### config.mk
export PLATFORM = sky130hd
export DESIGN_NAME = tripmon
export DESIGN_NICKNAME = d
export VERILOG_FILES = /design/src/rtl/tripmon_pkg.sv /design/src/rtl/tripmon_scan.sv /design/src/rtl/tripmon_cmp.sv /design/src/rtl/tripmon_bank.sv /design/src/rtl/tripmon.sv
export SDC_FILE = /design/constraint.sdc
export NUM_CORES = 1
export LEC_CHECK = 0
export BUFFER_PORTS_ARGS = -buffer_cell sky130_fd_sc_hd__buf_2
export CAP_MARGIN = 20
export CORE_AREA = 2 2 173 175
export CTS_CLUSTER_DIAMETER = 150
export DETAILED_ROUTE_END_ITERATION = 7
export DIE_AREA = 0 0 175 177
export GPL_ROUTABILITY_DRIVEN = 1
export PLACE_DENSITY = 0.58
export SYNTH_ARGS = -nofsm -noshare
export SYNTH_HDL_FRONTEND = slang
export SYNTH_SLANG_ARGS = --single-unit
### constraint.sdc
create_clock -name clk -period 2.8 [get_ports clk]
set_input_delay 0.42 -clock clk [delete_from_list [all_inputs] [get_ports clk]]
set_output_delay 0.42 -clock clk [all_outputs]
set_load 0.02 [all_outputs]
### src/rtl/tripmon_pkg.sv
package tripmon_pkg;

   localparam int GROUP   = 8;
   localparam int REG_W   = 2 * GROUP;
   localparam int ADDR_W  = 3;
   localparam int LIST_W  = 4;

   typedef enum logic [ADDR_W-1:0] {
      A_LOW_A  = 3'd0,
      A_HIGH_A = 3'd1,
      A_LOW_B  = 3'd2,
      A_HIGH_B = 3'd3,
      A_LIST   = 3'd4
   } reg_addr_e;

   // window membership: inclusive range, or the first index alone when inverted
   function automatic logic slot_in_window(input logic [LIST_W-1:0] idx,
                                           input logic [LIST_W-1:0] first,
                                           input logic [LIST_W-1:0] last);
      if (first > last) return idx == first;
      return (idx >= first) && (idx <= last);
   endfunction

endpackage

### src/rtl/tripmon_scan.sv
module tripmon_scan
   import tripmon_pkg::*;
#(
   parameter int IDX_W = 4
) (
   input  logic             clk,
   input  logic             rst_n,
   input  logic             adv_i,
   input  logic [IDX_W-1:0] first_i,
   input  logic [IDX_W-1:0] last_i,
   output logic [IDX_W-1:0] slot_o
);

   logic [IDX_W-1:0] ptr_q;
   logic [IDX_W-1:0] ptr_d;
   logic             restart;

   initial begin
      if (IDX_W != LIST_W) $error("tripmon_scan: IDX_W must match the list field width");
   end

   always_comb begin
      restart = (first_i > last_i) || (ptr_q < first_i) || (ptr_q >= last_i);
      ptr_d   = restart ? first_i : ptr_q + 1'b1;
   end

   always_ff @(posedge clk or negedge rst_n) begin
      if (!rst_n)     ptr_q <= '0;
      else if (adv_i) ptr_q <= ptr_d;
   end

   assign slot_o = ptr_q;


   scan_window_chk: assert property (@(posedge clk) disable iff (!rst_n)
      adv_i |=> (!$stable(first_i) || !$stable(last_i) ||
                 slot_in_window(slot_o, first_i, last_i)));


   scan_hold_chk: assert property (@(posedge clk) disable iff (!rst_n)
      !adv_i |=> $stable(slot_o));

endmodule

### src/rtl/tripmon_cmp.sv
module tripmon_cmp #(
   parameter int NUM_SLOTS = 16,
   parameter int DATA_W    = 12,
   parameter int IDX_W     = 4,
   parameter bit PIPE      = 1'b0
) (
   input  logic                        clk,
   input  logic                        rst_n,
   input  logic                        vld_i,
   input  logic [IDX_W-1:0]            idx_i,
   input  logic [DATA_W-1:0]           val_i,
   input  logic [NUM_SLOTS*DATA_W-1:0] lo_thr_i,
   input  logic [NUM_SLOTS*DATA_W-1:0] hi_thr_i,
   output logic [NUM_SLOTS-1:0]        lo_hit_o,
   output logic [NUM_SLOTS-1:0]        hi_hit_o
);

   logic              vld_s;
   logic [IDX_W-1:0]  idx_s;
   logic [DATA_W-1:0] val_s;
   logic [DATA_W-1:0] lo_sel;
   logic [DATA_W-1:0] hi_sel;
   logic              lo_trip;
   logic              hi_trip;

   initial begin
      if (NUM_SLOTS > (1 << IDX_W)) $error("tripmon_cmp: IDX_W too narrow for NUM_SLOTS");
   end

   generate
      if (PIPE) begin : g_pipe
         logic              vld_q;
         logic [IDX_W-1:0]  idx_q;
         logic [DATA_W-1:0] val_q;
         always_ff @(posedge clk or negedge rst_n) begin
            if (!rst_n) begin
               vld_q <= 1'b0;
               idx_q <= '0;
               val_q <= '0;
            end else begin
               vld_q <= vld_i;
               if (vld_i) begin
                  idx_q <= idx_i;
                  val_q <= val_i;
               end
            end
         end
         assign vld_s = vld_q;
         assign idx_s = idx_q;
         assign val_s = val_q;
      end else begin : g_direct
         assign vld_s = vld_i;
         assign idx_s = idx_i;
         assign val_s = val_i;
      end
   endgenerate

   // one shared comparator pair behind a threshold mux
   always_comb begin
      lo_sel  = lo_thr_i[int'(idx_s)*DATA_W +: DATA_W];
      hi_sel  = hi_thr_i[int'(idx_s)*DATA_W +: DATA_W];
      lo_trip = val_s < lo_sel;
      hi_trip = val_s > hi_sel;
   end

   generate
      for (genvar s = 0; s < NUM_SLOTS; s++) begin : g_dec
         assign lo_hit_o[s] = vld_s && lo_trip && (idx_s == IDX_W'(s));
         assign hi_hit_o[s] = vld_s && hi_trip && (idx_s == IDX_W'(s));
      end
   endgenerate


   lo_onehot_chk: assert property (@(posedge clk) disable iff (!rst_n)
      $onehot0(lo_hit_o));


   hi_onehot_chk: assert property (@(posedge clk) disable iff (!rst_n)
      $onehot0(hi_hit_o));


   no_double_trip_chk: assert property (@(posedge clk) disable iff (!rst_n)
      (|lo_hit_o) |-> ((lo_hit_o & hi_hit_o) == '0 || (lo_sel > hi_sel)));

endmodule

### src/rtl/tripmon_bank.sv
module tripmon_bank
   import tripmon_pkg::*;
(
   input  logic             clk,
   input  logic             rst_n,
   input  logic             wr_i,
   input  logic [REG_W-1:0] wdata_i,
   input  logic [GROUP-1:0] set_i,
   output logic [REG_W-1:0] value_o,
   output logic             irq_o
);

   logic [GROUP-1:0] en_q;
   logic [GROUP-1:0] flag_q;
   logic [GROUP-1:0] flag_d;

   // hardware set is OR-ed after the software value, so a trip is never lost
   always_comb begin
      flag_d = (wr_i ? wdata_i[GROUP-1:0] : flag_q) | set_i;
   end

   always_ff @(posedge clk or negedge rst_n) begin
      if (!rst_n) begin
         en_q   <= '0;
         flag_q <= '0;
      end else begin
         if (wr_i) en_q <= wdata_i[REG_W-1:GROUP];
         flag_q <= flag_d;
      end
   end

   assign value_o = {en_q, flag_q};
   assign irq_o   = |(en_q & flag_q);


   hw_set_wins_chk: assert property (@(posedge clk) disable iff (!rst_n)
      (|set_i) |=> ((flag_q & $past(set_i)) == $past(set_i)));


   flag_sticky_chk: assert property (@(posedge clk) disable iff (!rst_n)
      !wr_i |=> ((flag_q & $past(flag_q)) == $past(flag_q)));


   sw_set_chk: assert property (@(posedge clk) disable iff (!rst_n)
      wr_i |=> ((flag_q & $past(wdata_i[GROUP-1:0])) == $past(wdata_i[GROUP-1:0])));


   enable_hold_chk: assert property (@(posedge clk) disable iff (!rst_n)
      !wr_i |=> $stable(value_o[REG_W-1:GROUP]));

endmodule

### src/rtl/tripmon.sv
module tripmon
   import tripmon_pkg::*;
#(
   parameter int NUM_SLOTS = 16,
   parameter int DATA_W    = 12,
   parameter bit PIPE_CMP  = 1'b0,
   localparam int IDX_W    = $clog2(NUM_SLOTS),
   localparam int NUM_BANKS = NUM_SLOTS / GROUP,
   localparam int THR_W    = NUM_SLOTS * DATA_W
) (
   input  logic              clk,
   input  logic              rst_n,
   input  logic              smp_vld_i,
   input  logic [IDX_W-1:0]  smp_slot_i,
   input  logic [DATA_W-1:0] smp_val_i,
   input  logic [THR_W-1:0]  lo_thr_i,
   input  logic [THR_W-1:0]  hi_thr_i,
   input  logic              reg_wr_i,
   input  logic [ADDR_W-1:0] reg_addr_i,
   input  logic [REG_W-1:0]  reg_wdata_i,
   output logic [REG_W-1:0]  reg_rdata_o,
   output logic [IDX_W-1:0]  scan_slot_o,
   output logic              irq_o
);

   initial begin
      if (NUM_SLOTS != 16) $error("tripmon: register layout fixes NUM_SLOTS at 16");
      if (DATA_W < 1 || DATA_W > 32) $error("tripmon: DATA_W out of range");
   end

   logic [LIST_W-1:0]    first_q;
   logic [LIST_W-1:0]    last_q;
   logic                 accept;
   logic [NUM_SLOTS-1:0] lo_hit;
   logic [NUM_SLOTS-1:0] hi_hit;
   logic [REG_W-1:0]     lo_val  [NUM_BANKS];
   logic [REG_W-1:0]     hi_val  [NUM_BANKS];
   logic [NUM_BANKS-1:0] lo_irq;
   logic [NUM_BANKS-1:0] hi_irq;

   // scan window register
   always_ff @(posedge clk or negedge rst_n) begin
      if (!rst_n) begin
         first_q <= '0;
         last_q  <= '0;
      end else if (reg_wr_i && reg_addr_i == A_LIST) begin
         first_q <= reg_wdata_i[11:8];
         last_q  <= reg_wdata_i[3:0];
      end
   end

   assign accept = smp_vld_i && slot_in_window(smp_slot_i, first_q, last_q);

   tripmon_scan #(.IDX_W(IDX_W)) u_scan (
      .clk     (clk),
      .rst_n   (rst_n),
      .adv_i   (smp_vld_i),
      .first_i (first_q),
      .last_i  (last_q),
      .slot_o  (scan_slot_o)
   );

   tripmon_cmp #(
      .NUM_SLOTS (NUM_SLOTS),
      .DATA_W    (DATA_W),
      .IDX_W     (IDX_W),
      .PIPE      (PIPE_CMP)
   ) u_cmp (
      .clk      (clk),
      .rst_n    (rst_n),
      .vld_i    (accept),
      .idx_i    (smp_slot_i),
      .val_i    (smp_val_i),
      .lo_thr_i (lo_thr_i),
      .hi_thr_i (hi_thr_i),
      .lo_hit_o (lo_hit),
      .hi_hit_o (hi_hit)
   );

   generate
      for (genvar b = 0; b < NUM_BANKS; b++) begin : g_bank
         tripmon_bank u_lo (
            .clk     (clk),
            .rst_n   (rst_n),
            .wr_i    (reg_wr_i && reg_addr_i == ADDR_W'(2*b)),
            .wdata_i (reg_wdata_i),
            .set_i   (lo_hit[b*GROUP +: GROUP]),
            .value_o (lo_val[b]),
            .irq_o   (lo_irq[b])
         );
         tripmon_bank u_hi (
            .clk     (clk),
            .rst_n   (rst_n),
            .wr_i    (reg_wr_i && reg_addr_i == ADDR_W'(2*b+1)),
            .wdata_i (reg_wdata_i),
            .set_i   (hi_hit[b*GROUP +: GROUP]),
            .value_o (hi_val[b]),
            .irq_o   (hi_irq[b])
         );
      end
   endgenerate

   always_comb begin
      reg_rdata_o = '0;
      if (reg_addr_i == A_LIST) begin
         reg_rdata_o[11:8] = first_q;
         reg_rdata_o[3:0]  = last_q;
      end
      for (int b = 0; b < NUM_BANKS; b++) begin
         if (reg_addr_i == ADDR_W'(2*b))   reg_rdata_o = lo_val[b];
         if (reg_addr_i == ADDR_W'(2*b+1)) reg_rdata_o = hi_val[b];
      end
   end

   assign irq_o = (|lo_irq) | (|hi_irq);


   list_rsvd_chk: assert property (@(posedge clk) disable iff (!rst_n)
      (reg_addr_i == A_LIST) |-> (reg_rdata_o[15:12] == 4'd0 && reg_rdata_o[7:4] == 4'd0));


   irq_enabled_chk: assert property (@(posedge clk) disable iff (!rst_n)
      (reg_addr_i < A_LIST && (reg_rdata_o[15:8] & reg_rdata_o[7:0]) != 8'd0) |-> irq_o);


   out_of_window_chk: assert property (@(posedge clk) disable iff (!rst_n)
      (smp_vld_i && !slot_in_window(smp_slot_i, first_q, last_q) && !PIPE_CMP)
         |-> (lo_hit == '0 && hi_hit == '0));

endmodule

==> results of run 1 <==
sequential cells by signal, indices dropped and copies added, names as in the netlist:
register and cells:
g_bank.u_hi.en_q 16, g_bank.u_hi.flag_q 16, g_bank.u_lo.en_q 16, g_bank.u_lo.flag_q 16
first_q 4, last_q 4, u_scan.slot_o 4
Yosys cell counts (4+ instances only):
library cell / number / area share [%]
a211oi_1: 4 / 0.38
a21oi_1: 16 / 1.0
a221oi_1: 4 / 0.44
a22o_1: 10 / 1.1
a22oi_1: 16 / 1.5
buf_1: 8 / 0.38
buf_2: 18 / 1.1
buf_4: 5 / 0.47
clkbuf_1: 21 / 0.99
dfrtp_1: 76 / 24
ha_1: 43 / 6.7
inv_1: 42 / 2.0
mux2_1: 22 / 3.1
mux2_2: 7 / 0.99
mux2i_1: 38 / 4.8
mux4_2: 126 / 36
nand2_1: 37 / 1.7
nand3_1: 24 / 1.5
nand4_1: 9 / 0.71
nor2_1: 9 / 0.42
nor2b_1: 19 / 1.5
o211ai_1: 5 / 0.47
o21ai_0: 26 / 1.6
o21ai_1: 18 / 1.1
o31ai_1: 32 / 3.0
logic make-up (layout without fill, tap and decap cells):
| kind of cell | after synthesis | after routing | synth area share (%) |
|---|---|---|---|
| AO/OA/AOI/OAI | 138 | 138 | 11.5 |
| other | 0 | 8 | 0 |
| adder cells (fa/ha/maj) | 43 | 43 | 6.74 |
| buffers and inverters | 99 | 562 | 5.91 |
| AND/OR/NAND/NOR | 115 | 115 | 7.62 |
| multiplexers | 193 | 193 | 44.4 |
| flip-flops | 76 | 76 | 23.8 |
through the flow:
step           hold WS, ns   TNS, ns  power [W]  worst slack, ns  cell area, um2
2_1_floorplan        0.124     -8.56    0.00309           -0.411            8070
3_3_place_gp         0.481    -21.57    0.00407           -0.683           11000
3_5_place_dp         0.483    -22.50    0.00411           -0.728           11000
4_1_cts              0.119         0    0.00525          0.00884           11500
5_1_grt              0.130     -3.02    0.00558           -0.125           11500
6_report            0.0994  -0.00877    0.00527         -0.00472           11500
area by class of cell:
type / instances / area [um2]
antenna: 8 / 20.0
clock buffer: 11 / 253
clock inverter: 4 / 25.0
fill: 2877 / 17700
inverter: 42 / 158
multi-input combinational: 489 / 5670
sequential: 76 / 1900
tap: 390 / 488
timing repair buffer: 505 / 2990
critical path, cell delays in order:
cell      delay [ns]
buf_16          0.14
buf_8           0.14
mux4_2          0.52
mux4_2          0.51
inv_1           0.08
ha_1            0.23
nand4_1         0.15
nor3_2          0.08
a211oi_2        0.24
o211ai_2        0.14
buf_12          0.18
o31ai_1         0.20
worst paths after layout:
check,endpoint,slack (ns),cells after the start
worst max-delay path,g_bank[1].u_lo.flag_q[4],-0.005,12
worst min-delay path,u_scan.slot_o[3],0.1,2
worst max register to register,g_bank[0].u_hi.flag_q[6],0.43,8
worst min register to register,g_bank[1].u_lo.flag_q[3],0.50,2
max in group asynchronous,g_bank[1].u_hi.flag_q[2],2.36,2
min in group clk,g_bank[1].u_hi.en_q[6],0.33,2
power by group through the flow:
stage | registers (W) | clock network (W) | logic [W]
after global placement | 0.00174 | 0 | 0.00233
after CTS | 0.00173 | 0.00111 | 0.00241
final | 0.00174 | 0.00110 | 0.00242
after global routing | 0.00177 | 0.00116 | 0.00265
after floorplan | 0.00162 | 0 | 0.00147
after detailed placement | 0.00175 | 0 | 0.00236
what timing repair did:
item | in CTS | in global routing
buffers inserted | 1 | 1
pin swaps | 0 | 2
hold buffers | 0 | 0
endpoints found under the setup margin | 32 | 32
resized for setup | 21 | 6
gates cloned | 3 | 0
layer usage:
layer | share of wire (%) | vias to the layer above | track usage, %
met5 | 0.10 | - | 0
met4 | 2.8 | 6 | 7.85
met3 | 8.5 | 55 | 5.84
met2 | 47 | 469 | 41.5
met1 | 42 | 4091 | 34.6
li1 | - | 3622 | -
==> summary.md, run 1 <==
The flow ran to the end, but the final reports show violations. The final reports fail on setup timing. Summed over all layers, the global routing overflow is 0.

The final critical-path share of the clock period is 100%, and the total of max-cap violations is 0. The deepest level of the CTS H-tree came out at 3. The run gives 1589 as the number of nets in the finished design.

For this design the ratio of total power to cell area is 458 nW/um2. The critical path class is input port to register. The standard-cell row count was 63; the starting density of the core was 27.3%. Across the VDD grid, the largest voltage drop is 0.000315 V. Setup violations remaining at the end of the flow were counted as 3.

For this run, the top clock speed supported by timing is 357 MHz. The clock drives 76 sinks. At the later pin of the worst-skew pair, clock insertion delay measures 0.34 ns. The vertical die dimension is 177 um, and the relative contribution of sequential cells to total power is 33.1%.

In this run, synthesis inferred 0 flip-flops with an integrated enable. The tools report the detailed-route DRC error count as 0. The critical path starts at smp_slot_i[0].

Final setup slack of the worst path: -0.00472 ns. After the first detailed-routing iteration, the DRC count stood at 714. The tools report the distinct cell type count of the synthesized netlist as 46.

The proportion of register bits with asynchronous set or reset after synthesis works out to 100%. The worst register-to-register path begins at last_q[3]. The most common cell after layout, fill and taps aside is buf_2.

In the layout the commonest cells are buf_2 (441), mux4_2 (126), dfrtp_1 (76). The synthesized design contains 76 register bits. The tools report the final-report max-slew violation count as 0. The most used flip-flop cell after synthesis is dfrtp_1. For the largest net degree at the start of global routing, the log shows 77. The worst-case clock buffer depth is 2. The final layout contains routed wiring with a total length of 40200 um. At the pin with the least slew margin, the transition time is 0.668 ns.

Switching part of the total power: 37.7%. First-pass GRT wire length: 57100 um. The leakage power summed over all cells was 5.23 nW.

Overall track demand over capacity in global routing: 25.8%. The logs give 0 for the number of warnings reported in the yosys synthesis log and 29200 um2 for the core footprint. The top-level port count is 444, and the total iterations of the first detailed-routing run is 5.

Clock tree synthesis selected as its root buffer the cell clkbuf_16. The final core utilization is 39.4%. The number of cells in the finished layout apart from fillers is 1525. Of the synthesized area, sequential elements account for 23.8%. The internal power component was 0.00328 W. In this run, the clock network consumes 21.0% of the power.

The number of antenna violations at the first check in global routing was 14; the average routed wire per standard cell was 26.4 um. In this run the power spent charging and discharging nets is 0.00199 W. From left edge to right edge, the die measures 175 um. The share of post-route cells with drive strength above 1 is 59.5%.

STA classifies the critical path startpoint as an input port. TritonCTS built the clock tree. Post-DP HPWL: 34100 um.

STA classifies the critical path endpoint as a register. After clock tree synthesis, the clock-pin slew on the worst setup and hold paths is 0.06 ns. The area overhead of the layout relative to synthesis is 44.2%. Synthesis handed over a netlist of 664 instances. The required arrival time at the worst endpoint is 3.05 ns, and the total instance count after detailed placement is 1497.

The quantity of I/O buffers inserted on ports was 443; the netlist area before placement was 7980 um2. Data on the critical path arrives at its endpoint at 3.05 ns. The post-route minimum period was 2.80 ns; the final count of hold timing violations was 0. The tools report the worst clock skew as 0.00387 ns.

The total die area came out at 31000 um2. Summing over every cut layer, the via total after detailed routing is 8243. Of the total power, combinational logic draws 45.9%. Of all nets on the critical path, the largest fanout is 16. The class of the worst hold path was input port to async pin. Synthesis produced a netlist with a net count of 1130.

Using the TritonRoute via totals, the vias-per-cell ratio works out to 5.41. A synthesized cell averages 12.0 um2. The run gives 55.3% as the worst relative slew slack.

The detail route stage leaves a number of antenna-violating nets equal to 0. The number of global-route vias before repair was 8346. The congestion estimate from routability-driven global placement came to 0.966. The clock buffer count from CTS is 9.

Setup repair after global routing could not meet its margin everywhere.
No activity file was read; power rests on OpenSTA's default activity.
==> run 2: changes to the inputs <==
Settings changed: CELL_PAD_IN_SITES_DETAIL_PLACEMENT from default to 0, CELL_PAD_IN_SITES_GLOBAL_PLACEMENT from default to 1, CORE_AREA 2 2 173 175 to 2 2 172 174, DIE_AREA 0 0 175 177 to 0 0 174 176, PLACE_DENSITY 0.58 to 0.75, SYNTH_HIERARCHICAL from default to 1.
==> summary.md, run 2 <==
The run finished, with violations left. The checks that failed: setup timing. Leaving out fill and tap cells, the most frequent cell in the layout is buf_2. The proportion of register bits with asynchronous set or reset after synthesis was 100% (unchanged); the portion of synthesized cell area occupied by the leading cell type was 33.9% (-1.7 points). The biggest fanout along the worst timing path is 16 (unchanged), and the post-synthesis sequential area ratio is 22.9% (-0.93 points). The logs give 8666 (+3.8%) for the number of global-route vias before repair and 648 (-9.2%) for the number of DRC violations after detailed-routing iteration 0. The largest family of logic cells by synthesized area is multiplexers. Most frequent cell after synthesis: mux4_2. The share of synthesized cell area in full adder, half adder and majority cells came out at 7.08% (+0.34 points). The average vias per placed instance was 5.36 (-0.77%). The data arrival time of the critical path is 3.40 ns (+0.35 ns). Among all flip-flop cells after synthesis, the most frequent one is dfrtp_1. The run gives 6 (+6) as the number of warnings reported in the yosys synthesis log.

The tools report the critical path launch point type as an input port. The average cell area after synthesis was 12.1 um2 (+0.88%); the starting density of the core was 29.1% (+1.8 points). The overall track demand over capacity in global routing came out at 23.6% (-2.2 points).

The average routed wire per standard cell was 23.2 um (-12%); the number of nets still failing antenna checks after routing was 0 (unchanged). The startpoint of the worst register-to-register path was last_q[1]. The tools report the worst slack at placement as -0.952 ns (-0.225 ns).

The total iterations of the first detailed-routing run was 5 (unchanged); the total of max-cap violations was 0 (unchanged). The run gives 2 (unchanged) as the worst-case clock buffer depth. The final critical-path share of the clock period was 111% (+11 points); the minimum hold slack was 0.0877 ns (-0.0118 ns).

The post-route minimum period was 3.12 ns (+0.315 ns); the CTS sink count was 76 (unchanged). The area of all placed cells without fillers is 12500 um2 (+9.0%). The parity-gate share of the synthesized area counting xor and xnor cells was 0% (unchanged); the standard-cell row count was 62 (-1.6%).

The count of flip-flops with a built-in enable after synthesis is 0 (unchanged), and the netlist area before placement is 8310 um2 (+4.1%). The launch point of the critical path was smp_slot_i[1]. For the largest net degree at the start of global routing, the log shows 53 (-31%). Setup repair after global routing could not meet its margin everywhere. TritonCTS built the clock tree. STA classifies the critical path endpoint as a register. The total die area is 30600 um2 (-1.1%).

For the area after detailed placement, the log shows 11600 um2 (+5.1%). For the detailed-route DRC error count, the log shows 0 (unchanged). The run gives 36800 um (-8.5%) as the total wirelength of the detailed-routed design. The run gives 0.34 ns (about the same) as the worst-skew pair later-pin latency. The tools report the deepest level of the CTS H-tree as 3 (unchanged). The critical path is of the input port to register type. By area the synthesized netlist is led by mux4_2 (34%), dfrtp_1 (23%), ha_1 (7.1%).

The number of hold-repair buffers added at the cts stage came out at 0 (unchanged). The tools report the top-level port count as 444 (unchanged). The core footprint was 28500 um2 (-2.4%). Final setup slack of the worst path: -0.320 ns (-0.315 ns). Total vias in the final route: 8512 (+3.3%). The number of antenna violations at the first check in global routing was 5 (-9); the register clock-pin slew on the reported worst setup and hold paths was 0.06 ns (about the same). The leakage power summed over all cells is 5.83 nW (+11%). Quantity of I/O buffers inserted on ports: 443 (unchanged). The worst relative slew slack is 60.0% (+4.8 points), and the first-pass GRT wire length is 54200 um (-5.2%). The vertical die dimension came out at 176 um (-0.56%).

The post-DP HPWL is 30500 um (-10%). The final weighted congestion in routability-driven placement was 0.927 (-4.1%); the clock buffer count from CTS was 9 (unchanged). For the achievable clock frequency, the log shows 321 MHz (-10%).

The tools report the number of nets in the finished design as 1662 (+4.6%). The tools report the number of nets produced by synthesis as 1155 (+2.2%). Slew of the pin with the lowest slew margin: 0.599 ns (-0.0689 ns).

Counting instances in the post-synthesis netlist gives the leading cell types as mux4_2 (125), dfrtp_1 (76), inv_1 (50). The area overhead of the layout relative to synthesis was 51.0%; the global-route congestion overflow total was 0 (unchanged). For the setup slack of the most critical reg-to-reg path, the log shows 0.02 ns (-0.41 ns). The required arrival time at the worst endpoint came out at 3.08 ns (+0.03 ns). The final-report max-slew violation count is 0 (unchanged), and the distinct cell type count of the synthesized netlist is 59 (+28%). The final count of hold timing violations came out at 0 (unchanged). The floorplan die width came out at 174 um (-0.57%). The biggest area contributor in the post-synthesis netlist is mux4_2.

The tightest min-delay check is of the input port to async pin type. The worst clock skew was 0.00633 ns (+0.00246 ns); the number of standard cells after synthesis was 685 (+3.2%). The tools report the total setup violations reported at the end of the flow as 32 (+29). Leaving out fill and tap cells, the most frequent cells in the layout are buf_2 (441), mux4_2 (125), buf_4 (77). The share of post-route cells with drive strength above 1 was 66.8% (+7.2 points); the logic depth of the worst register-to-register path was 12 (+4).

The multiplexer area fraction after synthesis works out to 39.5% (-4.9 points). The total power per unit cell area came out at 462 nW/um2 (+1.0%). The largest vdd supply drop was 0.000304 V (-3.6%); the post-synthesis compound-gate area fraction was 12.5% (+0.95 points). The final core utilization was 44.0% (+4.6 points); the simple-gate portion of the synthesized area was 11.7% (+4.1 points). CTS placed an instance of clkbuf_16 at the clock tree root. The most critical setup path has its endpoint at g_bank[1].u_hi/flag_q[2]. The total of flip-flops plus latches after synthesis works out to 76 (unchanged). The endpoint identified for the worst register-to-register timing path is g_bank[0].u_lo/flag_q[5].
run 2: area by class of cell:
| type | instances | area, um2 |
|---|---|---|
| antenna | 6 | 15.0 |
| clock buffer | 12 | 256 |
| clock inverter | 4 | 55.1 |
| fill | 2836 | 16000 |
| inverter | 51 | 191 |
| multi-input combinational | 505 | 6220 |
| sequential | 76 | 1900 |
| tap | 384 | 480 |
| timing repair buffer | 549 | 3430 |
run 2: power by group:
| group | leakage (nW) | switching [W] | internal [W] | total [W] |
|---|---|---|---|---|
| clock network | 0.149 | 0.000477 | 0.000745 | 0.00122 |
| registers | 0.928 | 0.000300 | 0.00138 | 0.00168 |
| logic | 4.75 | 0.00133 | 0.00158 | 0.00290 |
run 2: worst min path at each step:
stage	slack, ns	startpoint	to
final	0.09	rst_n	u_scan/slot_o[1]
after global routing	0.15	rst_n	g_bank[1].u_hi/en_q[1]
after CTS	0.11	rst_n	u_scan/slot_o[1]
after detailed placement	0.46	rst_n	u_scan/slot_o[1]
after global placement	0.47	rst_n	u_scan/slot_o[1]
after floorplan	0.12	rst_n	first_q[0]
run 2: repair_timing:
action | CTS | global route
endpoints found under the setup margin | 32 | 32
resized for setup | 57 | 16
pin swaps | 19 | 12
buffers inserted | 16 | 1
gates cloned | 6 | 0
run 2: cell families (layout without fill, tap and decap cells):
kind of cell,after synthesis,after routing
AND/OR/NAND/NOR,165,165
adder cells (fa/ha/maj),47,47
other,0,6
AO/OA/AOI/OAI,127,127
flip-flops,76,76
buffers and inverters,104,616
multiplexers,166,166
run 2: worst max-delay path: stages:
cell	delay (ns)
buf_8	0.17
buf_12	0.15
buf_4	0.19
buf_12	0.12
mux4_2	0.28
mux4_2	0.54
ha_1	0.25
nor2b_4	0.11
o211ai_1	0.14
a21oi_4	0.19
a2111oi_4	0.07
buf_6	0.14
buf_12	0.14
nor4_1	0.32
a211o_1	0.14
run 2: metrics by stage:
stage / cells / TNS, ns / power [W]
2_1_floorplan: 685 / -18.29 / 0.00333
3_3_place_gp: 1542 / -28.46 / 0.00434
3_5_place_dp: 1542 / -29.01 / 0.00439
4_1_cts: 1580 / -9.26 / 0.00578
5_1_grt: 1586 / -11.24 / 0.00618
6_report: 1587 / -8.04 / 0.00580
run 2: layer usage:
layer  routed length [um]  vias up  track usage, %
li1                     -     3809               -
met1                15000     4278            30.9
met2                18500      383            40.1
met3                 2650       42            4.35
met4                  691        0            6.79
met5                    0        -               0
==> run 3: changes to the inputs <==
Settings changed: REMOVE_ABC_BUFFERS from default to 1.
==> summary.md, run 3 (synthesized netlist as in run 2, its figures left out) <==
The flow ran to the end, but the final reports show violations. The checks that failed: setup timing. The floorplan die width is 174 um (unchanged).

The tools report the setup slack of the most critical reg-to-reg path as -0.03 ns (-0.05 ns). The area of the multi-input gates came out at 6400 um2 (+2.9%). The starting density of the core is 29.1% (unchanged). The switching part of the total power is 36.7% (+0.43 points), and the power after layout is 0.00578 W (-0.45%). Data arrival time of the critical path: 3.56 ns (+0.16 ns).

The tools report the global-route congestion overflow total as 0 (unchanged). The largest vdd supply drop was 0.000280 V (-8.1%). The run gives 0 (unchanged) as the total of max-cap violations. The quantity of I/O buffers inserted on ports is 443 (unchanged), and the top-level port count is 444 (unchanged). Setup repair after global routing could not meet its margin everywhere. The endpoint kind of the worst setup timing path was a register.

The relative contribution of sequential cells to total power was 28.8% (about the same); the slew of the pin with the lowest slew margin was 0.638 ns (+0.0384 ns). The class of the worst hold path was input port to async pin. The core footprint is 28500 um2 (unchanged), and the register clock-pin slew on the reported worst setup and hold paths is 0.06 ns (about the same). From synthesis to final layout, the design area changed by 53.2%.

The final count of hold timing violations was 0 (unchanged); the number of global-route vias before repair was 8598 (-0.78%). The worst setup path is launched from an input port. The leakage power summed over all cells was 5.91 nW (+1.4%). The achievable clock frequency is 305 MHz (-4.9%). The logic depth of the worst register-to-register path is 12 (unchanged). For the internal power component, the log shows 0.00366 W (-1.1%).

For the total die area, the log shows 30600 um2 (unchanged). Leaving out fill and tap cells, the most frequent cell in the layout is buf_2. Worst-skew pair later-pin latency: 0.33 ns (about the same). For the number of nets in the finished design, the log shows 1666 (+0.24%). The logs give 32 (unchanged) for the total setup violations reported at the end of the flow and 0 (unchanged) for the number of hold-repair buffers added at the cts stage. The logs give 0 (unchanged) for the number of nets still failing antenna checks after routing and 8357 (-1.8%) for the total vias in the final route.

Power spent charging and discharging nets: 0.00212 W (+0.72%). The deepest level of the CTS H-tree came out at 3 (unchanged). TritonCTS built the clock tree.

Tracing the worst setup path back leads to its startpoint at smp_slot_i[0]. The required arrival time at the worst endpoint is 3.08 ns (about the same). The library cells used most frequently in the layout, excluding fill and tap cells, are buf_2 (441), mux4_2 (125), dfrtp_1 (76).

Startpoint of the worst register-to-register path: last_q[2]. Detailed-route DRC error count: 0 (unchanged). The run gives 11500 um2 (-0.31%) as the area after detailed placement.

Fill cell total of the finished layout: 2769 (-2.4%). The average routed wire per standard cell is 22.0 um (-5.2%), and the vertical die dimension is 176 um (unchanged). Overall track demand over capacity in global routing: 21.6% (-2.0 points). The worst setup path is of the input port to register kind. The CTS sink count was 76 (unchanged); the final critical-path share of the clock period was 117% (+5.7 points).

The buffer type at the clock tree root was clkbuf_16. The run gives 57.5% (-2.6 points) as the worst relative slew slack. The clock buffer count from CTS is 9 (unchanged). The logs give 0 (unchanged) for the final-report max-slew violation count and 12700 um2 (+1.4%) for the area of all placed cells without fillers. The average vias per placed instance is 5.27 (-1.7%). The run gives 28400 um (-6.8%) as the post-DP HPWL. The tools report the capture instance of the worst register-to-register path as g_bank[1].u_lo/flag_q[2].

The total power per unit cell area is 454 nW/um2 (-1.8%), and the final weighted congestion in routability-driven placement is 0.969 (+4.5%). The run gives -0.480 ns (-0.160 ns) as the final setup slack of the worst path. The number of DRC violations after detailed-routing iteration 0 came out at 447 (-31%). Standard-cell row count: 62 (unchanged). The logs give 8 (+3) for the number of antenna violations at the first check in global routing and 50700 um (-6.4%) for the first-pass GRT wire length. The post-route minimum period is 3.28 ns (+0.160 ns), and the largest net degree at the start of global routing is 77 (+45%). The total wirelength of the detailed-routed design was 34800 um (-5.3%).

The tools report the clock network fraction of total power as 19.1% (-2.0 points). The worst clock skew was 0.00276 ns (-0.00357 ns). The biggest fanout along the worst timing path was 8 (-8); the sequential cell area was 1900 um2 (unchanged). The part of the total power dissipated in combinational logic is 52.1% (+2.1 points). The total iterations of the first detailed-routing run is 5 (unchanged).

The share of post-route cells with drive strength above 1 was 67.6% (+0.89 points). The run gives 2 (unchanged) as the worst-case clock buffer depth.
-- run 3: changes by cell type in the layout (fill, tap and decap cells not counted), sizes merged --
cell and delta:
bufbuf -1, diode -4, inv -1, clkinv -1
bufinv -1, buf +1, clkbuf +5
-- run 3: metrics by stage --
step,setup TNS (ns),setup slack [ns],utilization [%],instances,hold slack (ns)
detailed placement,-35.31,-1.18,40.4,1544,0.492
global placement,-34.28,-1.11,40.4,1544,0.492
finish,-13.95,-0.480,44.6,1585,0.0890
floorplan,-12.78,-0.576,-,632,0.124
CTS,-16.84,-0.626,42.4,1570,0.130
global route,-17.46,-0.573,44.6,1584,0.123
-- run 3: layout make-up --
cell class / count / share of cell area, %
clock buffer: 13 / 2.12
multi-input combinational: 505 / 50.3
sequential: 76 / 14.9
clock inverter: 1 / 0.0590
inverter: 51 / 1.50
tap: 384 / 3.78
antenna: 2 / 0.0393
timing repair buffer: 553 / 27.2
-- run 3: how the worst max path moves through the flow --
stage | to | slack [ns] | depth (start not counted)
finish | g_bank[1].u_hi/flag_q[4] | -0.48 | 17
global route | g_bank[1].u_hi/flag_q[7] | -0.57 | 17
CTS | g_bank[0].u_lo/flag_q[3] | -0.63 | 14
detailed placement | g_bank[0].u_lo/flag_q[5] | -1.18 | 14
global placement | g_bank[1].u_lo/flag_q[5] | -1.11 | 14
floorplan | g_bank[0].u_hi/flag_q[4] | -0.58 | 10
-- run 3: per-layer routing --
metal  routed length (um)  share of wire (%)  GRT usage [%]  vias to the layer above
li1                     -                  -              -                     3808
met1                14600                 42           28.7                     4152
met2                17300                 50           36.4                      331
met3                 2240                6.4           4.35                       56
met4                  608                1.7           5.15                       10
met5                   61               0.18              0                        -
-- run 3: timing repair --
action | in CTS | in global routing
gates cloned | 1 | 3
setup endpoints to repair | 32 | 32
gates resized for setup | 38 | 84
pin swaps | 19 | 43
buffers inserted | 11 | 11
-- run 3: power groups by stage --
stage               clock, W  combinational, W  sequential, W
floorplan                  0           0.00157        0.00160
global placement           0           0.00265        0.00167
detailed placement         0           0.00270        0.00167
CTS                  0.00112           0.00279        0.00166
global route         0.00116           0.00327        0.00171
finish               0.00110           0.00301        0.00166
-- run 3: critical path, stage by stage --
cell,delay (ns)
buf_16,0.13
buf_12,0.13
buf_16,0.11
buf_12,0.11
buf_6,0.10
buf_6,0.11
mux4_2,0.50
mux4_2,0.52
ha_4,0.20
nor2b_4,0.10
o211ai_1,0.12
a21oi_2,0.20
a2111oi_4,0.07
buf_4,0.16
clkbuf_16,0.18
nor4_2,0.26
a211o_1,0.12
